$ cat config.mk
export PLATFORM = sky130hd
export DESIGN_NAME = cfi_guard
export DESIGN_NICKNAME = d
export VERILOG_FILES = /design/src/rtl/cfi_pkg.sv /design/src/rtl/cfi_op_decode.sv /design/src/rtl/cfi_label_reg.sv /design/src/rtl/cfi_fsm.sv /design/src/rtl/cfi_guard.sv
export SDC_FILE = /design/constraint.sdc
export NUM_CORES = 1
export LEC_CHECK = 0
export BUFFER_PORTS_ARGS = -buffer_cell sky130_fd_sc_hd__buf_2
export CORE_MARGIN = 1.5
export CORE_UTILIZATION = 48
export CTS_CLUSTER_DIAMETER = 50
export DETAILED_ROUTE_END_ITERATION = 10
export PLACE_DENSITY = 0.8
export SETUP_SLACK_MARGIN = 0.1
export SLEW_MARGIN = 20
export SYNTH_ARGS = -nofsm -noshare
export SYNTH_HDL_FRONTEND = slang
export SYNTH_SLANG_ARGS = --single-unit
$ cat constraint.sdc
create_clock -name clk -period 1.9 [get_ports clk]
set_clock_uncertainty 0.05 [all_clocks]
set_input_delay 0.38 -clock clk [delete_from_list [all_inputs] [get_ports clk]]
set_output_delay 0.38 -clock clk [all_outputs]
set_load 0.03 [all_outputs]
$ cat src/rtl/cfi_pkg.sv
package cfi_pkg;

    typedef enum logic [2:0] {
        OP_PLAIN  = 3'd0,
        OP_RSETUP = 3'd1,
        OP_RCHECK = 3'd2,
        OP_CSETUP = 3'd3,
        OP_JSETUP = 3'd4,
        OP_FCHECK = 3'd5,
        OP_XFER   = 3'd6,
        OP_RETURN = 3'd7
    } cfi_op_e;

    typedef enum logic [2:0] {
        S_OFF      = 3'd0,
        S_RUN      = 3'd1,
        S_FWD_WAIT = 3'd2,
        S_RET_WAIT = 3'd3,
        S_STOP     = 3'd4
    } cfi_state_e;

    typedef struct packed {
        logic any;
        logic rsetup;
        logic rcheck;
        logic tsetup;
        logic fcheck;
        logic xfer;
        logic rtn;
    } cfi_dec_t;

endpackage

$ cat src/rtl/cfi_op_decode.sv
module cfi_op_decode
    import cfi_pkg::*;
(
    input  logic       valid,
    input  logic [2:0] op,
    output cfi_dec_t   dec
);
    cfi_op_e op_e;

    always_comb begin
        op_e       = cfi_op_e'(op);
        dec        = '0;
        dec.any    = valid;
        if (valid) begin
            unique case (op_e)
                OP_PLAIN:  ;
                OP_RSETUP: dec.rsetup = 1'b1;
                OP_RCHECK: dec.rcheck = 1'b1;
                OP_CSETUP: dec.tsetup = 1'b1;
                OP_JSETUP: dec.tsetup = 1'b1;
                OP_FCHECK: dec.fcheck = 1'b1;
                OP_XFER:   dec.xfer   = 1'b1;
                OP_RETURN: dec.rtn    = 1'b1;
                default:   ;
            endcase
        end
    end
endmodule

$ cat src/rtl/cfi_label_reg.sv
module cfi_label_reg #(
    parameter int LABEL_W = 16
) (
    input  logic               clk,
    input  logic               rst_n,
    input  logic               ld,
    input  logic [LABEL_W-1:0] d,
    output logic [LABEL_W-1:0] q
);
    always_ff @(posedge clk) begin
        if (!rst_n)  q <= '0;
        else if (ld) q <= d;
    end
endmodule

$ cat src/rtl/cfi_fsm.sv
module cfi_fsm
    import cfi_pkg::*;
#(
    parameter bit EN_AT_RESET = 1'b1
) (
    input  logic       clk,
    input  logic       rst_n,
    input  logic       en_we,
    input  logic       en_wdata,
    input  cfi_dec_t   dec,
    input  logic       fwd_match,
    input  logic       ret_match,
    input  logic       stk_full,
    input  logic       stk_empty,
    output logic       en_q,
    output cfi_state_e state_q,
    output logic       push,
    output logic       pop,
    output logic       lsr_ld,
    output logic       exc_over,
    output logic       exc_under,
    output logic       halt
);
    localparam cfi_state_e RESET_STATE = EN_AT_RESET ? S_RUN : S_OFF;

    cfi_state_e state_d;

    always_ff @(posedge clk) begin
        if (!rst_n) begin
            state_q <= RESET_STATE;
            en_q    <= EN_AT_RESET;
        end else begin
            state_q <= state_d;
            if (en_we) en_q <= en_wdata;
        end
    end

    always_comb begin
        state_d   = state_q;
        push      = 1'b0;
        pop       = 1'b0;
        lsr_ld    = 1'b0;
        exc_over  = 1'b0;
        exc_under = 1'b0;
        if (en_we) begin
            state_d = en_wdata ? S_RUN : S_OFF;
        end else if (dec.any) begin
            unique case (state_q)
                S_OFF, S_STOP: ;
                S_RUN: begin
                    if (dec.rsetup) begin
                        if (stk_full) exc_over = 1'b1;
                        else          push     = 1'b1;
                    end
                    if (dec.tsetup) lsr_ld  = 1'b1;
                    if (dec.xfer)   state_d = S_FWD_WAIT;
                    if (dec.rtn)    state_d = S_RET_WAIT;
                end
                S_FWD_WAIT: begin
                    state_d = (dec.fcheck && fwd_match) ? S_RUN : S_STOP;
                end
                S_RET_WAIT: begin
                    if (dec.rcheck && stk_empty) begin
                        exc_under = 1'b1;
                        state_d   = S_RUN;
                    end else if (dec.rcheck && ret_match) begin
                        pop     = 1'b1;
                        state_d = S_RUN;
                    end else begin
                        state_d = S_STOP;
                    end
                end
                default: state_d = S_STOP;
            endcase
        end
    end

    always_comb begin
        halt = (state_q == S_STOP);
    end
endmodule

$ cat src/rtl/cfi_guard.sv
module cfi_guard
    import cfi_pkg::*;
#(
    parameter int LABEL_W     = 16,
    parameter bit EN_AT_RESET = 1'b1
) (
    input  logic               clk,
    input  logic               rst_n,
    input  logic               in_valid,
    input  logic [2:0]         in_op,
    input  logic [LABEL_W-1:0] in_label,
    input  logic               en_we,
    input  logic               en_wdata,
    input  logic [LABEL_W-1:0] stk_top,
    input  logic               stk_full,
    input  logic               stk_empty,
    output logic               stk_push,
    output logic               stk_pop,
    output logic [LABEL_W-1:0] stk_wdata,
    output logic               halt,
    output logic               exc_over,
    output logic               exc_under
);
    cfi_dec_t           dec;
    cfi_state_e         state_q;
    logic               en_q;
    logic               lsr_ld;
    logic [LABEL_W-1:0] lsr_q;
    logic               fwd_match;
    logic               ret_match;

    cfi_op_decode u_dec (
        .valid (in_valid),
        .op    (in_op),
        .dec   (dec)
    );

    cfi_label_reg #(.LABEL_W(LABEL_W)) u_lsr (
        .clk   (clk),
        .rst_n (rst_n),
        .ld    (lsr_ld),
        .d     (in_label),
        .q     (lsr_q)
    );

    assign fwd_match = (in_label == lsr_q);
    assign ret_match = (in_label == stk_top);
    assign stk_wdata = in_label;

    cfi_fsm #(.EN_AT_RESET(EN_AT_RESET)) u_fsm (
        .clk       (clk),
        .rst_n     (rst_n),
        .en_we     (en_we),
        .en_wdata  (en_wdata),
        .dec       (dec),
        .fwd_match (fwd_match),
        .ret_match (ret_match),
        .stk_full  (stk_full),
        .stk_empty (stk_empty),
        .en_q      (en_q),
        .state_q   (state_q),
        .push      (stk_push),
        .pop       (stk_pop),
        .lsr_ld    (lsr_ld),
        .exc_over  (exc_over),
        .exc_under (exc_under),
        .halt      (halt)
    );
endmodule

# --- Word level (Yosys, flattened, before mapping) ---
# Cells that the tools add are included.
word_totals:
  n_memories: 0
  rom_bits: 0
  latch_bits: 0
  reg_bits: 19
  output_inout_bits: 21
  ramBits: 0
classes:
  shift: 0
  mux: 39
  order_cmp: 0
  eq_ne: 15
  div: 0
  multipliers: 0
  add_sub_neg: 0
  n_reduce_logical: 8
  bitwise: 0
ops:
  columns: ["op", "count"]
  rows:
  - ["$eq A16 B16 Y1", 2]
  - ["$mux W1", 30]
  - ["$mux W3", 7]
  - ["$eq A3 B3 Y1 const B", 5]
  - ["$eq A3 B2 Y1 const B", 4]
  - ["$pmux W3 S4", 1]
  - ["$eq A3 B1 Y1 const B", 2]
  - ["$mux W6", 1]
  - ["$ne A4 B4 Y1 const B", 1]
  - ["$reduce_or A2 Y1", 2]
  - ["$logic_and A1 B1 Y1", 3]
  - ["$logic_not A3 Y1", 1]
  - ["$reduce_and A3 Y1", 1]
  - ["$ne A2 B2 Y1 const B", 1]
  - ["$reduce_bool A2 Y1", 1]

# --- Logic depth before layout (Yosys ltp) ---
# Gate-level depths: netlist of run 1.
depth:
  ltp_word: 10
  mapped_depth: 7

# --- Cells and area by module ---
# Synthesis of run 1 repeated with hierarchy kept, for this count alone.
hier_totals:
  cells_unflattened: 160
  hier_area_um2: 1450.1
by_module_without_submodules:
  columns: ["mod", "cells_each", "instances", "area_per_inst_um2", "seq_area_each_um2"]
  rows:
  - ["cfi_label_reg", 51, 1, 615.6, 320.3]
  - ["cfi_guard", 58, 1, 469.2, 0.0]
  - ["cfi_fsm", 38, 1, 294.0, 80.1]
  - ["cfi_op_decode", 13, 1, 71.3, 0.0]

# --- Worst setup path before layout of run 1 ---
# No wires, ideal clock.
synth_timing:
  path_kind: "reg-to-output"
  from: "register u_fsm.state_q[0]"
  to: "output exc_over"
  n_path_buf: 0
  t_arrival_ps: 1754
  setup_slack_ps: -284
  path_stages_with_launch: 5
  t_required_ps: 1470
  path_cell_list: "dfxtp_1 > nand2b_1 > nor3_4 > nand2_1 > nor4_1"
synth_between:
  elab_chain_len: 4
synth_rtl:
  columns: ["element", "line", "rtl"]
  rows:
  - ["start: declaration", "cfi_fsm.sv:16", "output cfi_state_e state_q,"]
  - ["start signal: assignment", "cfi_fsm.sv:33", "state_q <= state_d;"]
  - ["$eq A3 B1 Y1", "cfi_fsm.sv:48", "unique case (state_q)"]
  - ["$mux W1", "cfi_fsm.sv:48", null]
  - ["$mux W1", "cfi_fsm.sv:47", "end else if (dec.any) begin"]
  - ["$mux W1", "cfi_fsm.sv:45", "if (en_we) begin"]
  - ["end: declaration", "cfi_guard.sv:21", "output logic exc_over,"]
# Every way passes these cells.

# --- Final worst setup path of run 1 ---
layout_timing:
  from: "input stk_top[9]"
  to: "output stk_pop"
layout_between:
  elab_chain_len: 7
layout_rtl:
  columns: ["element", "line", "rtl"]
  rows:
  - ["start: declaration", "cfi_guard.sv:14", "input logic [LABEL_W-1:0] stk_top,"]
  - ["$eq A16 B16 Y1", "cfi_guard.sv:47", "assign ret_match = (in_label == stk_top);"]
  - ["$logic_and A1 B1 Y1", "cfi_fsm.sv:66", "end else if (dec.rcheck && ret_match) begin"]
  - ["$mux W1", "cfi_fsm.sv:66", null]
  - ["$mux W1", "cfi_fsm.sv:63", "if (dec.rcheck && stk_empty) begin"]
  - ["$mux W1", "cfi_fsm.sv:48", null]
  - ["$mux W1", "cfi_fsm.sv:47", null]
  - ["$mux W1", "cfi_fsm.sv:45", null]
  - ["end: declaration", "cfi_guard.sv:18", "output logic stk_pop,"]
# Every way passes these cells.

==> metrics.txt, run 1 <==
worst-path maximum fanout 2; clk_lat worst skew 0.30 ns; Die Y 59 um; cell count after synthesis ~170; antenna-violating nets left 0; Hold Crit Endpoint u_lsr.q[9]; Worst-path clk slew 0.10 ns; busiest grt layer met2; hold depth 4; mapped cell area 0.00151 mm^2; Max Cap Violations 0; r2r endpoint u_fsm.state_q[0]; Post-synth ARST share 0%; CTS buffer count 3; Worst R2R Path Depth 6; EDFF count, synth 0; Max Fclk around 480 MHz; CTS tree built; CP startpoint kind input pin; endpoints failing hold 0; Tmin final 2.07 ns; Tightest Pin Transition between 0.3 and 0.4 ns; vias in the first global route roughly 1400; initial antenna violation count 0; vias 1483; failing checks negative setup slack; r2r setup slk 0.25 ns; LEAKAGE 1.04 nW; YS warnings 0; chip width 59 um; R2R Path Start u_fsm.state_q[1]; total iterations of the first detailed-routing run 4; CP max stage delay 0.26 ns; DR DRC count 0; hpwl dp 2.89 mm; worst-path cell chain buf_6, xor2_1, nor3_2, nand4_1, nor4_2, and3_4, buf_6; worst setup margin -0.168 ns; count leader, synth xor2_1; Overflow after GRT 0; Post-synth top cells 21 x xor2_1, 19 x dfxtp_1, 17 x buf_4, 17 x nor2b_1, 16 x mux2i_1; HP Class input pin to register; Setup Viol. Count Final 3; Final Power 0.000968 W; WL per Instance 13.3 um; top cells by area, synth dfxtp_1 25%, xor2_1 12%, mux2i_1 11%; CP Buf/Inv Count 2; met1 usage 25.8%; Final Max Slew Viols 0; critical path arrival 1.64 ns; First DRT Iteration DRCs 105; GR Layer Usage met2 42.5%; max_slew headroom between 70 and 80%; P per Cell Area between 400 and 500 mW/mm^2; slowest CP cell nor4_2; dpl ws -0.321 ns; Synth cell types 39; Area growth syn-to-layout 41.9%; crit end category output port; WS Path Type input pin to output port; clock buffer depth 2; Synth area leader dfxtp_1; Hold Path Origin in_label[9]; Synth top area share 25.3%; gr usage total 23.0%; Total Nets Final 290; RSZ-0062 raised after global routing yes; GPL Wtd Cong 0.909; WL final 3.87 mm; status finished with violations; layout cells sized above 1 49.4%; flops & latches, synth 19; synthesized area per cell ~9.0 um^2; Clock Tree Root clkbuf_4; depth of the CTS H-tree 1; dpl cells around 290; antenna cells 0; core region area approximately 0.003 mm^2; Die Area 0.00348 mm^2; hold_ws 0.409 ns; Final Cycle Share 109%; first-pass GRT wire length 6.09 mm; IO Port Bufs 62; Initial Util about half; Seq/Total Area, Yosys 25.3%; VDD IR max around 0.42 mV; vias per cell slightly above 5; Syn Nets 210; Fillers about 230; # IOs 63; CTS Sinks 19; Non-Filler Cell Area, Final 0.00214 mm^2; Synth Flop Type dfxtp_1; row count 20; Placed Area 0.00196 mm^2; Critical Path Most Common Cell buf_6; cell family with most CP delay simple AND/OR/NAND/NOR gates; non-filler cells in the finished layout between 200 and 300; Required @ worst endpoint about 1.5 ns; largest net degree at the start of global routing 19; met3 Use GR 4.15%
==> per-layer routing <==
metal / part of all wire (%) / vias to the layer above
met4: 2.6 / 0
met5: 0 / -
li1: - / 723
met2: 53 / 58
met3: 5.0 / 10
met1: 40 / 692
==> where the power goes <==
part / internal (W) / total (W) / switching, W
Sequential: 0.000408 / 0.000414 / 0.00000656
Combinational: 0.000167 / 0.000352 / 0.000184
Clock: 0.0000816 / 0.000202 / 0.000120
==> placed cells by master, fill, tap and decap left out, drive strengths merged, types with 3 or more instances in the layout <==
master,instances
buf,96
xor2,21
dfxtp,19
nor2b,17
mux2i,16
xnor2,11
nand2,10
nor4,7
nand3,5
nor2,5
nor3,5
nand4,4
clkbuf,4
nand2b,3
==> tightest hold or removal path: cells and delay by family <==
family	cells	cell delay (ns)
muxes	1	0.06
buffers and inverters	2	0.18
and+or+nand+nor	1	0.10
==> sequential cells by signal (all words and copies together), names as in the netlist <==
register / cells
u_lsr.q: 16
u_fsm.state_q: 3
==> through the flow <==
stage          setup TNS [ns]  utilization [%]
3_5_place_dp           -0.321             64.6
3_3_place_gp           -0.321             64.6
2_1_floorplan               0                -
4_1_cts                -0.209             68.8
5_1_grt                -0.508             70.5
6_report               -0.261             70.5
==> layout make-up <==
class / count / area [um^2] / area share (%)
sequential: 19 / 383 / 17.9
timing repair buffer: 96 / 622 / 29.1
tap: 44 / 55.1 / 2.58
clock buffer: 4 / 26.3 / 1.23
multi-input combinational: 126 / 1040 / 48.8
inverter: 2 / 7.51 / 0.351
==> how the worst max path moves through the flow <==
stage               depth (start not counted)       end  slack (ns)             start
global placement                            7   stk_pop       -0.32       in_label[6]
global route                                7   stk_pop       -0.22        stk_top[9]
CTS                                         7   stk_pop       -0.12        stk_top[8]
floorplan                                   4  exc_over        0.03  u_fsm.state_q[0]
detailed placement                          7   stk_pop       -0.32       in_label[6]
finish                                      7   stk_pop       -0.17        stk_top[9]
==> logic make-up (layout without fill, tap and decap cells) <==
logic type,Yosys count,count (layout),share of synthesized area [%]
simple gates,67,67,28.3
xor+xnor,32,32,18.6
buf+inv,23,102,11.6
flops,19,19,25.3
mux,16,16,10.6
compound gates,11,11,5.49
==> timing repair <==
action / in CTS / in global routing
resized for setup: 17 / 14
buffers inserted: 2 / 0
hold buffers: 0 / 0
setup endpoints to repair: 4 / 4
pin swaps: 11 / 0
(Power assumes the default switching activity.)
==> run 2, diff against run 1 <==
Settings changed: CORE_UTILIZATION 48 to 47, PLACE_DENSITY 0.8 to 0.79, SYNTH_HIERARCHICAL set to 1.
==> run 2 against run 1 <==
  * The run still ends with negative setup slack left
  * Hold slack worse by 0.15 ns
  * Critical endpoint unchanged
  * Die area down 3.4%
  * Total power down 5.6%
  * Critical path depth down 1
  * Non-clock buffer count down 13
  * Fmax up 6.0%
  * Setup slack better by 0.12 ns
  * Clock power about the same
  * Cell area down 6.8%
  * Wire length down 20%
  * Core utilization up 0.43 points
  * Register-to-register slack better by 0.06 ns
  * Largest power group unchanged
==> metrics.txt, run 2 <==
Die Y around 58 um; Largest Register u_lsr/q; sequential share of power 44.7%; combinational power share 32.8%; worst setup margin -0.0516 ns; layout cells sized above 1 46.2%; vias in the first global route roughly 1200; cell count after synthesis 157; largest net degree at the start of global routing 19; worst-path maximum fanout 2; commonest non-fill, non-tap cells in the layout 48 x buf_2, 24 x xnor2_1, 21 x buf_4; YS warnings 6; failing checks negative setup slack; Final Max Slew Viols 0; Max Fclk slightly above 500 MHz; dpl cells 248; total iterations of the first detailed-routing run 6; most common cell after layout, fill and taps aside buf_2; Sw Pwr 0.000270 W; max reg flops 16; Initial Util 50.7%; Worst-path clk slew 0.11 ns; gr usage total a little under a fifth; Tightest Pin Transition around 0.30 ns; hpwl dp 2.39 mm; Overflow after GRT 0; slowest CP cell nor4_4; Final Cycle Share 103%; CP startpoint kind input pin; vias 1289; Max Cap Violations 0; VDD IR max 0.389 mV; WS Path Type input pin to output port; CTS tree built; Tmin final slightly below 2 ns; endpoints failing hold 0; WL per Instance about 12 um; first-pass GRT wire length roughly 4.8 mm; # IOs 63; Setup Viol. Count Final 1; CTS buffer count 3; GPL Wtd Cong 0.785; Fillers 223; antenna-violating nets left 0; Total Nets Final approximately 270; CTS Sinks 19; biggest regs u_lsr/q x16, u_fsm/state_q x3; chip width 58.0 um; Non-Filler Cell Area, Final 0.00199 mm^2; DR DRC count 0; Pint 0.000644 W; WL final 3.08 mm; Area growth syn-to-layout 40.1%; status finished with violations; LEAKAGE ~0.8 nW; vias per cell 5.07; row count 19; depth of the CTS H-tree 1; synthesized area per cell 9.05 um^2; clk_lat worst skew roughly 0.30 ns; First DRT Iteration DRCs 30; clock buffer depth 2; IO Port Bufs 62; Clk pwr share 22.5%; Placed Area 0.00177 mm^2; HP Class input pin to register; Die Area 0.00336 mm^2; CP max stage delay 0.34 ns; max_slew headroom 80.0%; mapped cell area 0.00142 mm^2; critical path arrival between 1.5 and 2 ns; core region area around 0.0028 mm^2; RSZ-0062 raised after global routing yes; crit end category output port; Critical Path Most Common Cell buf_6; Required @ worst endpoint 1.47 ns; antenna cells 0; Syn Nets around 200; initial antenna violation count 0; P per Cell Area 459 mW/mm^2; Clock Tree Root clkbuf_4; non-filler cells in the finished layout 254; worst-path cell chain buf_6, xnor2_1, nand4_1, nor4_4, nor3b_4, buf_6; Sw Share 29.5%
==> run 2: power groups by stage <==
stage / combinational, W / sequential [W] / clock (W)
floorplan: 0.000160 / 0.000417 / 0
CTS: 0.000281 / 0.000410 / 0.000210
global route: 0.000321 / 0.000410 / 0.000234
finish: 0.000300 / 0.000409 / 0.000205
global placement: 0.000252 / 0.000419 / 0
detailed placement: 0.000256 / 0.000419 / 0
==> run 2: timing repair <==
item,CTS,global route
hold buffers,0,0
gates cloned,0,0
gates resized for setup,22,11
pin swaps,11,8
setup endpoints to repair,4,3
buffers inserted,0,2
==> run 2: through the flow <==
stage          hold slack [ns]  utilization (%)  TNS, ns  total power [W]  setup WS, ns
2_1_floorplan            0.454                -        0         0.000577         0.101
3_5_place_dp             0.478             63.2   -0.245         0.000675        -0.144
3_3_place_gp             0.465             63.2   -0.211         0.000671        -0.124
6_report                 0.256             71.0  -0.0516         0.000913       -0.0516
5_1_grt                  0.292             71.0   -0.160         0.000964        -0.160
4_1_cts                  0.248             68.3  -0.0626         0.000901       -0.0626
==> run 2: final timing paths <==
path              startpoint               end  slack, ns  cells after the start
setup / recovery  stk_top[5]           stk_pop      -0.05                      6
hold / removal      en_wdata  u_fsm/state_q[0]       0.26                      3
setup reg to reg  u_lsr/q[3]  u_fsm/state_q[0]       0.31                      6
hold reg to reg   u_lsr/q[9]        u_lsr/q[9]       0.49                      2
==> run 2: critical path: cells and delay by family <==
kind / cells / cell delay [ns]
and+or+nand+nor: 3 / 0.75
buffers and inverters: 2 / 0.24
xor gates and xnor gates: 1 / 0.15
==> run 2: layout make-up <==
| type | count | area (um^2) | share of cell area, % |
|---|---|---|---|
| clock buffers | 4 | 26.3 | 1.32 |
| inverters | 3 | 11.3 | 0.566 |
| multi-input cells | 114 | 960 | 48.2 |
| flip-flops and latches | 19 | 387 | 19.4 |
| well taps | 31 | 38.8 | 1.95 |
| repair buffers | 83 | 568 | 28.5 |
==> run 2: per-layer routing <==
| layer | vias up | GRT usage [%] | share of wire [%] |
|---|---|---|---|
| met3 | 6 | 2.23 | 4.2 |
| met2 | 41 | 32.8 | 48 |
| li1 | 652 | - | - |
| met1 | 590 | 23.4 | 46 |
| met4 | 0 | 6.98 | 2.0 |
| met5 | - | 0 | 0 |
